File: src/rtl/psu_reset_seq.sv
module psu_reset_seq #(
  parameter int N_SUP       = 2,
  parameter int CFG_W       = 8,
  parameter int CLK_HZ      = 25_000_000,
  parameter int DEB_CYC     = 16,
  parameter int LOW_MIN_CYC = 1000,
  parameter int HOLD_CYC    = 50_000
) (
  input  logic             clk,
  input  logic             arst_n,
  input  logic [N_SUP-1:0] supply_ok_raw,
  input  logic             clk_ok_raw,
  input  logic [CFG_W-1:0] cfg_in,
  output logic             pwr_good,
  output logic             cpu_rst_n,
  output logic [CFG_W-1:0] cfg_word,
  output logic             cfg_valid
);
  localparam int MAXC = (HOLD_CYC > LOW_MIN_CYC) ? HOLD_CYC : LOW_MIN_CYC;
  localparam int CW   = $clog2(MAXC + 1);
  localparam int DW   = $clog2(DEB_CYC + 1);
  localparam logic [CW-1:0] HOLD_LAST = CW'(HOLD_CYC - 1);
  localparam logic [CW-1:0] LOW_LAST  = CW'(LOW_MIN_CYC - 1);
  localparam logic [DW-1:0] DEB_LAST  = DW'(DEB_CYC - 1);

  // reset hold must land inside the 1 ms .. 10 ms window
  if (HOLD_CYC < CLK_HZ / 1000 || HOLD_CYC > CLK_HZ / 100) begin : g_bad_hold
    $error("HOLD_CYC outside 1..10 ms at CLK_HZ");
  end
  if (DEB_CYC < 1 || LOW_MIN_CYC < 1) begin : g_bad_cnt
    $error("DEB_CYC and LOW_MIN_CYC must be at least 1");
  end

  typedef enum logic [1:0] {S_OFF, S_WAIT, S_HOLD, S_RUN} state_t;

  logic [N_SUP:0] sync1, sync2;
  logic           all_ok, stable;
  logic [DW-1:0]  deb_cnt;
  logic [CW-1:0]  cnt;
  state_t         state;

  assign all_ok = &sync2;

  always_ff @(posedge clk or negedge arst_n) begin
    if (!arst_n) begin
      sync1 <= '0;
      sync2 <= '0;
    end else begin
      sync1 <= {clk_ok_raw, supply_ok_raw};
      sync2 <= sync1;
    end
  end

  always_ff @(posedge clk or negedge arst_n) begin
    if (!arst_n) begin
      deb_cnt <= '0;
      stable  <= 1'b0;
    end else if (!all_ok) begin
      deb_cnt <= '0;
      stable  <= 1'b0;
    end else if (deb_cnt == DEB_LAST) begin
      stable  <= 1'b1;
    end else begin
      deb_cnt <= deb_cnt + 1'b1;
    end
  end

  always_ff @(posedge clk or negedge arst_n) begin
    if (!arst_n) begin
      state     <= S_OFF;
      cnt       <= '0;
      pwr_good  <= 1'b0;
      cpu_rst_n <= 1'b0;
      cfg_word  <= '0;
      cfg_valid <= 1'b0;
    end else begin
      cfg_valid <= 1'b0;
      unique case (state)
        S_OFF: begin
          pwr_good  <= 1'b0;
          cpu_rst_n <= 1'b0;
          if (cnt == LOW_LAST) begin
            state <= S_WAIT;
            cnt   <= '0;
          end else begin
            cnt <= cnt + 1'b1;
          end
        end
        S_WAIT: begin
          if (stable) begin
            state    <= S_HOLD;
            pwr_good <= 1'b1;
            cnt      <= '0;
          end
        end
        S_HOLD: begin
          if (!stable) begin
            state    <= S_OFF;
            pwr_good <= 1'b0;
            cnt      <= '0;
          end else if (cnt == HOLD_LAST) begin
            state     <= S_RUN;
            cpu_rst_n <= 1'b1;
            cfg_word  <= cfg_in;
            cfg_valid <= 1'b1;
          end else begin
            cnt <= cnt + 1'b1;
          end
        end
        S_RUN: begin
          if (!stable) begin
            state     <= S_OFF;
            pwr_good  <= 1'b0;
            cpu_rst_n <= 1'b0;
            cnt       <= '0;
          end
        end
        default: state <= S_OFF;
      endcase
    end
  end
endmodule

File: config.mk
export PLATFORM = sky130hd
export DESIGN_NAME = psu_reset_seq
export DESIGN_NICKNAME = d
export VERILOG_FILES = /design/src/rtl/psu_reset_seq.sv
export SDC_FILE = /design/constraint.sdc
export NUM_CORES = 1
export LEC_CHECK = 0
export ABC_AREA = 1
export BUFFER_PORTS_ARGS = -buffer_cell sky130_fd_sc_hd__buf_2
export CORE_UTILIZATION = 52
export DETAILED_ROUTE_END_ITERATION = 7
export PLACE_DENSITY = 0.73
export SLEW_MARGIN = 5
export SYNTH_ARGS = -nofsm -noshare
export SYNTH_HDL_FRONTEND = slang
export SYNTH_SLANG_ARGS = --single-unit
File: constraint.sdc
create_clock -name clk -period 1.4 [get_ports clk]
set_input_delay 0.42 -clock clk [delete_from_list [all_inputs] [get_ports clk]]
set_output_delay 0.42 -clock clk [all_outputs]
set_load 0.01 [all_outputs]
==> run metrics <==
routability-driven placement congestion ratio=0.875; clk_skew=5.16 ps; TritonCTS clock tree=built; worst path arrival time=1910 ps; nets=410; Synth Area in XOR/XNOR=0.00390; worst setup margin=-297 ps; first-pass GRT wire length=approximately 9600 um; Synth cell types=27; CTS max path bufs=2; via count=2391; Final Cycle Share=1.21; drt total wl=7210 um; TritonCTS Buffers=5; Ys Warns=0; failing checks=negative setup slack; crit end category=flop; Synth Area in Adders=0.0446; port bufs=23; drt first-iter violations=199; CP Buf/Inv Count=3; Synthesized Nets=317; die height=around 68 um; max-slew violation total from the final report=0; CP Launch Type=flop; Die Wd=between 60 and 70 um; Fin. Hold Viols=0; Seq/Total Area, Yosys=0.457; Peak VDD IR=0.701 mV; Compound-Gate Fraction of Synth Area=0.0412; Cell Chain, Critical Path=inv_2, ha_4, nand2_1, inv_2, nand3_4, nand2_4, inv_6, nand2_8, nand2_1, nor2_1; Remaining DRCs=0; register bit total from synthesis=41; CTS H-tree depth=2; Critical Setup Path Class=flop to flop; Peak Freq=~0.59 GHz; pin count of the biggest net entering global routing=42; GRT Residual Overflow=0; Layout Utilization=0.833; Worst-path clk slew=80 ps; post-route ant nets=0; Ant. Diodes=0; number of global-route vias before repair=2132; hpwl dp=3850 um; slowest CP cell=dfrtp_2; Max Cap Violations=0; mapped cell area=2240 um2; commonest cells after routing, fill and taps aside=78 x nand2_1, 54 x buf_4, 39 x dfrtp_1, 33 x inv_1, 25 x nor2_1; WL/cell=16.4 um; mean post-synth cell area=7.58 um2; largest stage delay on the critical path=460 ps; Power Dens Cells=650 nW/um2; hold buffer count at CTS=0; I/O pin count=24; Clk Latency, worst-skew pair=about 300 ps; setup TNS=-6410 ps; die area=roughly 4600 um2; Area growth, synth to finish=51.7%; multiplexer area fraction after synthesis=0; Vias per Instance=about 5.4; fillcell total=226; critical path data required time=between 1500 and 2000 ps; Post-Synth Simple-Gate Area=0.362; RSZ-0062 raised after global routing=true; layout cells sized above 1=0.446; Final min period=1700 ps; Syn Inst Count=296; Slew @ Worst Pin=318 ps; Core ar.=between 4000 and 5000 um2; Site Rows=23; main combinational cell family by area after synthesis=simple AND/OR/NAND/NOR gates; status=finished with violations; P_leak=1.70 nW; TritonRoute pass-1 iters=5; cell family with most CP delay=simple AND/OR/NAND/NOR gates; GRT Total Usage=0.288; antenna violations before repair=0; Hold Path Class=primary input to async pin; # setup viols final=31; Slew HR=0.787; commonest non-fill, non-tap cell in the layout=nand2_1; worst-path fanout max=7; Initial Utilization=0.549; clk sinks=41; Clock Tree Root=clkbuf_8
-- timing repair --
action                                  4_1_cts  5_1_grt
pin swaps                                     8       28
resized for setup                            31       58
endpoints found under the setup margin       33       35
setup buffers                                 7       10
cloned                                        2        0
endpoints found under the hold margin         0        0
-- cell families (layout without fill, tap and decap cells) --
kind of cell | after synthesis | after routing
buffers and inverters | 48 | 141
AOI/OAI and AO/OA | 15 | 15
xor gates and xnor gates | 1 | 1
adders and majority gates | 8 | 8
and+or+nand+nor | 183 | 184
DFF | 41 | 41
-- synth_stat cells (all sizes together) --
library cell  instances  area share
a21oi                 5       0.016
a31oi                 1      0.0028
and3                  1      0.0033
buf                   4       0.014
clkinv                2      0.0039
dfrtp                41        0.46
ha                    8       0.045
inv                  42       0.072
nand2                97        0.18
nand3                25       0.061
nand4                11       0.031
nor2                 43       0.076
nor3                  6       0.013
o21ai                 7       0.016
o31ai                 2      0.0067
xor2                  1      0.0039
-- final cells by class --
| type | instances | area (um2) | area share |
|---|---|---|---|
| repair buffers | 89 | 673 | 0.198 |
| clock buffers | 6 | 72.6 | 0.0213 |
| flip-flops and latches | 41 | 1030 | 0.302 |
| clock inverters | 2 | 38.8 | 0.0114 |
| well taps | 50 | 62.6 | 0.0184 |
| multi-input cells | 208 | 1340 | 0.393 |
| inverters | 44 | 193 | 0.0566 |
-- worst paths after layout --
check / from / end / slack (ps) / depth (start not counted)
max in group asynchronous: arst_n / state[1]$_DFFE_PN0P_ / 1110 / 2
min reg2reg: sync1[0]$_DFF_PN0_ / sync2[0]$_DFF_PN0_ / 350 / 0
max: state[0]$_DFFE_PN0P_ / cnt[15]$_DFFE_PN0P_ / -300 / 10
max reg2reg: state[0]$_DFFE_PN0P_ / cnt[15]$_DFFE_PN0P_ / -300 / 10
min in group clk: clk_ok_raw / sync1[2]$_DFF_PN0_ / 220 / 1
min: arst_n / sync2[1]$_DFF_PN0_ / 80 / 2
-- sequential cells by signal, summed over array words and instances, names as in the netlist --
name,cells
cnt,16
cfg_word,8
deb_cnt,5
sync1,3
sync2,3
state,2
cfg_valid,1
cpu_rst_n,1
pwr_good,1
stable,1
-- report_power, final --
part / internal [W] / switching [W]
registers: 0.00119 / 0.00000312
logic: 0.0000241 / 0.0000355
clock network: 0.000535 / 0.000425
total: 0.00175 / 0.000463
-- stage by stage --
stage	cell area [um2]	hold slack [ps]	worst slack, ps	power [W]	instances
finish	3410	83.3	-297	0.00222	440
global route	3410	94.8	-385	0.00228	440
CTS	3100	87.9	-181	0.00223	430
detailed placement	2820	336	-222	0.00128	414
global placement	2820	333	-160	0.00128	414
floorplan	2300	124	-35.0	0.00123	296
-- layer usage --
layer | track usage | share of wire | vias up | routed length [um]
li1 | - | - | 1110 | -
met5 | 0 | 0 | - | 0
met4 | 0.104 | 0.041 | 0 | 294
met1 | 0.369 | 0.41 | 1153 | 2930
met2 | 0.474 | 0.49 | 100 | 3540
met3 | 0.0642 | 0.061 | 28 | 440
-- worst register-to-register path, delay by kind of cell (launching register included) --
kind / cells / cell delay [ps]
and+or+nand+nor: 6 / 700
buffers and inverters: 3 / 330
DFF: 1 / 460
adders and majority gates: 1 / 130
Note: power is estimated with default switching activity, not from simulation.
